`src/rtl/pm_wake_pkg.sv`:
```
package pm_wake_pkg;

    typedef enum logic [2:0] {
        PM_HOLD    = 3'd0,
        PM_RUN_PRI = 3'd1,
        PM_RUN_RC  = 3'd2,
        PM_IDLE_RC = 3'd3,
        PM_SLEEP   = 3'd4,
        PM_WAKE    = 3'd5
    } pm_mode_e;

    typedef struct packed {
        pm_mode_e mode;
        logic     pri_en;
        logic     osc_ok;
        logic     vec_pend;
        logic     vec_req;
        logic     wdt_rst;
    } pm_state_t;

    typedef struct packed {
        logic cpu_en;
        logic per_en;
        logic per_src;
        logic rc_en;
    } pm_clk_t;

    typedef struct packed {
        logic       idle;
        logic [1:0] sel;
    } pm_cfg_t;

endpackage

```
`src/rtl/pm_cfg_regs.sv`:
```
module pm_cfg_regs
    import pm_wake_pkg::*;
(
    input  logic       clk,
    input  logic       rst_n,
    input  logic       wr_en,
    input  logic       cpu_running,
    input  logic       idle_in,
    input  logic [1:0] sel_in,
    output pm_cfg_t    cfg_q_o
);
    pm_cfg_t cfg_d, cfg_q;

    always_comb begin
        cfg_d = cfg_q;
        if (wr_en && cpu_running) begin
            cfg_d.idle = idle_in;
            cfg_d.sel  = sel_in;
        end
    end

    always_ff @(posedge clk or negedge rst_n) begin
        if (!rst_n) cfg_q <= '0;
        else        cfg_q <= cfg_d;
    end

    assign cfg_q_o = cfg_q;
endmodule

```
`src/rtl/pm_wake_detect.sv`:
```
module pm_wake_detect #(
    parameter int NUM_IRQ = 4
) (
    input  logic [NUM_IRQ-1:0] irq_flag,
    input  logic [NUM_IRQ-1:0] irq_en,
    input  logic               wdt_timeout,
    output logic               irq_wake,
    output logic               any_wake
);
    logic [NUM_IRQ-1:0] hit;

    for (genvar i = 0; i < NUM_IRQ; i++) begin : g_src
        assign hit[i] = irq_flag[i] & irq_en[i];
    end

    assign irq_wake = |hit;
    assign any_wake = irq_wake | wdt_timeout;
endmodule

```
`src/rtl/pm_delay_timer.sv`:
```
module pm_delay_timer #(
    parameter int DLY = 2
) (
    input  logic clk,
    input  logic rst_n,
    input  logic start,
    output logic done
);
    localparam int CW = (DLY > 1) ? $clog2(DLY) : 1;
    localparam logic [CW-1:0] LOAD = CW'(DLY - 1);

    logic [CW-1:0] cnt_d, cnt_q;
    logic          busy_d, busy_q;

    always_comb begin
        cnt_d  = cnt_q;
        busy_d = busy_q;
        if (start) begin
            cnt_d  = LOAD;
            busy_d = 1'b1;
        end else if (busy_q) begin
            if (cnt_q == '0) busy_d = 1'b0;
            else             cnt_d  = cnt_q - 1'b1;
        end
    end

    always_ff @(posedge clk or negedge rst_n) begin
        if (!rst_n) begin
            cnt_q  <= '0;
            busy_q <= 1'b0;
        end else begin
            cnt_q  <= cnt_d;
            busy_q <= busy_d;
        end
    end

    assign done = busy_q && (cnt_q == '0);
endmodule

```
`src/rtl/pm_clk_decode.sv`:
```
module pm_clk_decode
    import pm_wake_pkg::*;
(
    input  pm_mode_e mode,
    input  logic     wdt_on,
    input  logic     fscm_on,
    output pm_clk_t  clk_o
);
    always_comb begin
        clk_o = '{cpu_en: 1'b0, per_en: 1'b0, per_src: 1'b0, rc_en: 1'b1};
        case (mode)
            PM_RUN_PRI: begin
                clk_o.cpu_en  = 1'b1;
                clk_o.per_en  = 1'b1;
                clk_o.per_src = 1'b1;
            end
            PM_RUN_RC: begin
                clk_o.cpu_en = 1'b1;
                clk_o.per_en = 1'b1;
            end
            PM_IDLE_RC, PM_WAKE: clk_o.per_en = 1'b1;
            PM_SLEEP:            clk_o.rc_en  = wdt_on | fscm_on;
            default: ;
        endcase
    end
endmodule

```
`src/rtl/pm_wake_ctrl.sv`:
```
module pm_wake_ctrl
    import pm_wake_pkg::*;
#(
    parameter int NUM_IRQ  = 4,
    parameter int WAKE_DLY = 2
) (
    input  logic               clk,
    input  logic               rst_n,
    input  logic               sleep_stb,
    input  logic               cfg_wr,
    input  logic               idle_in,
    input  logic [1:0]         sel_in,
    input  logic [NUM_IRQ-1:0] irq_flag,
    input  logic [NUM_IRQ-1:0] irq_en,
    input  logic               gie,
    input  logic               wdt_timeout,
    input  logic               wdt_on,
    input  logic               fscm_on,
    input  logic               two_speed_on,
    input  logic               pri_ready,
    output logic               cpu_clk_en,
    output logic               per_clk_en,
    output logic               per_clk_src,
    output logic               rc_osc_en,
    output logic               pri_osc_en,
    output logic               osc_start_ok,
    output logic               vector_req,
    output logic               wdt_reset,
    output logic               idle_cfg,
    output logic [1:0]         sel_cfg,
    output logic [2:0]         pm_mode
);
    pm_state_t st_d, st_q;
    pm_cfg_t   cfg;
    pm_clk_t   clks;
    logic      irq_wake, any_wake, tmr_start, tmr_done, running;

    pm_cfg_regs u_cfg (
        .clk         (clk),
        .rst_n       (rst_n),
        .wr_en       (cfg_wr),
        .cpu_running (clks.cpu_en),
        .idle_in     (idle_in),
        .sel_in      (sel_in),
        .cfg_q_o     (cfg)
    );

    pm_wake_detect #(.NUM_IRQ(NUM_IRQ)) u_wdet (
        .irq_flag    (irq_flag),
        .irq_en      (irq_en),
        .wdt_timeout (wdt_timeout),
        .irq_wake    (irq_wake),
        .any_wake    (any_wake)
    );

    pm_delay_timer #(.DLY(WAKE_DLY)) u_tmr (
        .clk   (clk),
        .rst_n (rst_n),
        .start (tmr_start),
        .done  (tmr_done)
    );

    pm_clk_decode u_dec (
        .mode    (st_q.mode),
        .wdt_on  (wdt_on),
        .fscm_on (fscm_on),
        .clk_o   (clks)
    );

    assign running = (st_q.mode == PM_RUN_PRI) || (st_q.mode == PM_RUN_RC);

    always_comb begin
        st_d         = st_q;
        st_d.vec_req = 1'b0;
        st_d.wdt_rst = wdt_timeout && running;
        tmr_start    = 1'b0;
        case (st_q.mode)
            PM_HOLD: begin
                if (pri_ready) begin
                    st_d.mode   = PM_RUN_PRI;
                    st_d.osc_ok = 1'b1;
                end else if (two_speed_on || fscm_on) begin
                    st_d.mode = PM_RUN_RC;
                end
            end
            PM_RUN_PRI: begin
                if (sleep_stb && !cfg.idle) begin
                    st_d.mode   = PM_SLEEP;
                    st_d.pri_en = 1'b0;
                    st_d.osc_ok = 1'b0;
                end else if (sleep_stb && cfg.sel[1]) begin
                    st_d.mode   = PM_IDLE_RC;
                    st_d.pri_en = 1'b0;
                    st_d.osc_ok = 1'b0;
                end
            end
            PM_RUN_RC: begin
                if (sleep_stb) begin
                    st_d.mode   = cfg.idle ? PM_IDLE_RC : PM_SLEEP;
                    st_d.pri_en = 1'b0;
                    st_d.osc_ok = 1'b0;
                end else if (cfg.sel[1]) begin
                    st_d.pri_en = 1'b0;
                end else begin
                    st_d.pri_en = 1'b1;
                    if (st_q.pri_en && pri_ready) begin
                        st_d.mode   = PM_RUN_PRI;
                        st_d.osc_ok = 1'b1;
                    end
                end
            end
            PM_IDLE_RC, PM_SLEEP: begin
                if (any_wake) begin
                    st_d.mode     = PM_WAKE;
                    st_d.vec_pend = irq_wake && gie;
                    tmr_start     = 1'b1;
                end
            end
            PM_WAKE: begin
                if (tmr_done) begin
                    st_d.mode     = PM_RUN_RC;
                    st_d.vec_req  = st_q.vec_pend;
                    st_d.vec_pend = 1'b0;
                end
            end
            default: st_d.mode = PM_HOLD;
        endcase
    end

    always_ff @(posedge clk or negedge rst_n) begin
        if (!rst_n) begin
            st_q <= '{mode: PM_HOLD, pri_en: 1'b1, osc_ok: 1'b0,
                      vec_pend: 1'b0, vec_req: 1'b0, wdt_rst: 1'b0};
        end else begin
            st_q <= st_d;
        end
    end

    assign cpu_clk_en   = clks.cpu_en;
    assign per_clk_en   = clks.per_en;
    assign per_clk_src  = clks.per_src;
    assign rc_osc_en    = clks.rc_en;
    assign pri_osc_en   = st_q.pri_en;
    assign osc_start_ok = st_q.osc_ok;
    assign vector_req   = st_q.vec_req;
    assign wdt_reset    = st_q.wdt_rst;
    assign idle_cfg     = cfg.idle;
    assign sel_cfg      = cfg.sel;
    assign pm_mode      = st_q.mode;
endmodule

```
`config.mk`:
```
export PLATFORM = sky130hd
export DESIGN_NAME = pm_wake_ctrl
export DESIGN_NICKNAME = d
export VERILOG_FILES = /design/src/rtl/pm_wake_pkg.sv /design/src/rtl/pm_cfg_regs.sv /design/src/rtl/pm_wake_detect.sv /design/src/rtl/pm_delay_timer.sv /design/src/rtl/pm_clk_decode.sv /design/src/rtl/pm_wake_ctrl.sv
export SDC_FILE = /design/constraint.sdc
export NUM_CORES = 1
export LEC_CHECK = 0
export ABC_AREA = 1
export BUFFER_PORTS_ARGS = -buffer_cell sky130_fd_sc_hd__buf_2
export CAP_MARGIN = 40
export CORE_MARGIN = 1.5
export CORE_UTILIZATION = 52
export CTS_BUF_LIST = sky130_fd_sc_hd__clkbuf_8
export DETAILED_ROUTE_END_ITERATION = 6
export PLACE_DENSITY = 0.86
export SETUP_SLACK_MARGIN = 0.1
export SLEW_MARGIN = 20
export SYNTH_ARGS = -nofsm -noshare
export SYNTH_HDL_FRONTEND = slang
export SYNTH_SLANG_ARGS = --single-unit
```
`constraint.sdc`:
```
create_clock -name clk -period 3.2 [get_ports clk]
set_clock_uncertainty 0.2 [all_clocks]
set_input_delay 0.16 -clock clk [delete_from_list [all_inputs] [get_ports clk]]
set_output_delay 0.16 -clock clk [all_outputs]
set_load 0.02 [all_outputs]
```
==> impl_metrics.py <==
metrics = {
    "drt": {
        "dr_wl_met3_um": 94,
        "met2_wirelength_um": 976,
        "route.layer.met1.wl_um": 785,
        "dr.max_layer_used": "met4",
        "drc_errors": 0,
        "detail-route-antenna-nets": 0,
        "drt_wl_total_um": 1880,
        "viasPerCell": 5.14,
        "drt_iter0_drc": 29,
        "vias_after_detailed_routing": 858,
        "wire_per_inst_um": 11.2,
        "drt-pass1-iter-count": 4,
    },
    "clock_tree": {
        "cts_resized": 0,
        "worstSkewPairLatency_ns": 0.24,
        "clk_pin_slew_ns": 0.06,
        "tritoncts": "done",
        "post-cts-setup-buffer-count": 0,
        "cts_buffers": 3,
        "postCtsHoldBufs": 5,
        "clock-root-buffer": "clkbuf_8",
        "clock_tree.htree_level_count": 1,
        "clock-sinks": 13,
        "clock_path_buffers": 2,
    },
    "placement": {
        "port_buffers": 34,
        "hpwlAfterDp_um": 1480,
        "place.gp.congestion": 0.813,
    },
    "floorplanning": {
        "placement_rows": 14,
        "floorplan.core_area_um2": 1470,
        "fp.dieArea_um2": 1800,
        "ios": 35,
        "die_x_um": 42.4,
        "fp.dieH_um": 42.4,
        "initial_core_util_pct": 54.8,
    },
    "layout": {
        "layout-area-overhead-vs-synth_pct": 32.6,
        "fin_nets": 173,
        "layout-drive-gt1-share_pct": 37.7,
        "fillCellCount": 119,
        "diodes": 0,
    },
    "synth": {
        "synth.net_count": 132,
        "synthDistinctLibCells": 21,
        "synth_seq_cells": 13,
        "post_synthesis_sequential_area_ratio_pct": 40.5,
        "synth-warning-count": 0,
        "syn-instance-count": 111,
        "syn_avg_cell_area_um2": 7.27,
        "netlist_area_um2": 807,
    },
    "worst_hold_path": {
        "hold_path.class": "in -> reg",
    },
    "sta": {
        "slew_at_the_pin_closest_to_its_max_slew_limit_ns": 0.302,
        "finalHoldViolCount": 1,
        "setup_tns_ns": 0,
        "max-slew-margin-rel_pct": 79.9,
        "rsz_0062_raised_after_global_routing": "no",
        "clock.fmax_ghz": 0.534,
        "fin_crit_sh_pct": 58.5,
        "setup_violations": 0,
        "holdWs_ns": -0.00365,
        "min_period_ns": 1.87,
        "timing_max_transition_violations_final": 0,
    },
    "critical_path": {
        "timing.critical_path.cells": "inv_2 > or4_1 > buf_2",
        "worst_ep_required_time_ns": 2.84,
        "cp_max_fo": 7,
        "critPathSlowestCell": "or4_1",
        "endpoint_kind": "primary output",
        "worstSetupStartpointType": "flop",
        "critPathArrivalTime_ns": 1.51,
        "timing_worst_setup_path_type": "reg -> out",
        "critical_path.max_stage_delay_ns": 0.52,
    },
    "power_and_ir_drop": {
        "power.density_nw_per_um2": 1000,
        "p_leak_nw": 0.604,
        "peakVddDrop_mv": 0.513,
    },
    "global_routing": {
        "groute.usage.overall_pct": 24.3,
        "overflow": 0,
        "initial_antenna_violation_count": 0,
        "wire_length_of_the_first_global_routing_pass_um": 3260,
        "grt_pass1_vias": 810,
        "grt_start_max_net_pins": 14,
    },
    "job": {
        "max_cap_viol_count": 0,
    },
    "run_status": {
        "violations_in_the_final_reports": "negative hold slack",
        "status": "finished with violations",
    },
}
[cells by family after synthesis]
family	after synthesis	synth area share [%]
DFF	13	40.5
buffers and inverters	19	10.5
and+or+nand+nor	65	39.8
AOI/OAI and AO/OA	14	9.15
[per-layer routing]
layer	track usage, %	up-vias
li1	-	429
met1	29.1	392
met2	42.5	33
met3	2.59	4
met4	13.1	0
met5	0	-
[flip-flops by register name (all words and copies together) (netlist names)]
name	flops
pm_mode	3
st_q	1
pri_osc_en	1
wdt_reset	1
u_tmr.busy_q	1
u_cfg.cfg_q_o	3
u_tmr.cnt_q	1
osc_start_ok	1
vector_req	1
[area by class of cell]
cell class              instances  area (um2)  share of cell area, %
inverters                      16        62.6                   5.85
repair buffers                 39         220                   20.6
flip-flops and latches         13         327                   30.5
clock inverters                 1        3.75                  0.351
well taps                      16        20.0                   1.87
clock buffers                   3        41.3                   3.86
multi-input cells              79         395                   37.0
[synthesized netlist by cell type]
cell     number  area, um2
nand2_1      34        128
dfrtp_1      12        300
inv_1        11       41.3
o21ai_0       8       40.0
nand3_1       7       35.0
nor2_1        7       26.3
nand2_2       5       31.3
a21oi_1       4       20.0
inv_2         4       15.0
buf_4         3       22.5
nand3_2       3       30.0
nand2_4       2       22.5
nand4_1       2       12.5
nor2_2        2       12.5
dfstp_2       1       26.3
inv_4         1       6.26
nor2_4        1       11.3
nor3_1        1       5.00
o21ai_1       1       5.00
o21ai_2       1       8.76
or4_1         1       7.51
[through the flow]
stage                     cell area, um2  util, %  instances  power (mW)  worst slack (ns)
after global placement               975     66.2        158       0.898              1.64
after detailed placement             975     66.2        158       0.924              1.58
after CTS                           1070     72.7        167        1.08              1.32
after floorplan                      807        -        111       0.775              1.68
final                               1070     72.7        167        1.07              1.33
after global routing                1070     72.7        167        1.16              1.24
[critical path: cells and delay by family, from the launching register on]
| kind | cells | cell delay (ns) |
|---|---|---|
| simple gates | 1 | 0.52 |
| flops | 1 | 0.48 |
| buf+inv | 2 | 0.27 |
[power by group]
part / switching [mW] / leakage [nW] / internal (mW)
Clock: 0.0587 / 0.0269 / 0.0847
Combinational: 0.412 / 0.419 / 0.208
Sequential: 0.0670 / 0.158 / 0.243
Total: 0.537 / 0.604 / 0.536
[placed cells by master, fill, tap and decap left out, drive strengths merged]
master and instances:
a21oi 4, dlygate4sd3 5, or4 1, dfstp 1
nor3 1, nand3 10, nor2 10, o21ai 10
dfrtp 12, clkbuf 3, nand2 41, buf 34
inv 17, nand4 2
[final timing paths]
path / start / end / slack (ns) / cells past startpoint
min: cfg_wr / u_cfg.cfg_q_o[0]$_DFFE_PN0P_ / -0.004 / 3
max reg2reg: pm_mode[2]$_DFFE_PN0P_ / pm_mode[2]$_DFFE_PN0P_ / 1.64 / 9
min in group asynchronous: rst_n / osc_start_ok$_DFFE_PN0P_ / 0.13 / 2
min reg2reg: u_cfg.cfg_q_o[0]$_DFFE_PN0P_ / u_cfg.cfg_q_o[0]$_DFFE_PN0P_ / 0.28 / 2
max in group asynchronous: rst_n / pri_osc_en$_DFFE_PN1P_ / 2.39 / 2
max: pm_mode[2]$_DFFE_PN0P_ / rc_osc_en / 1.33 / 3
Note: power is estimated with default switching activity, not from simulation.
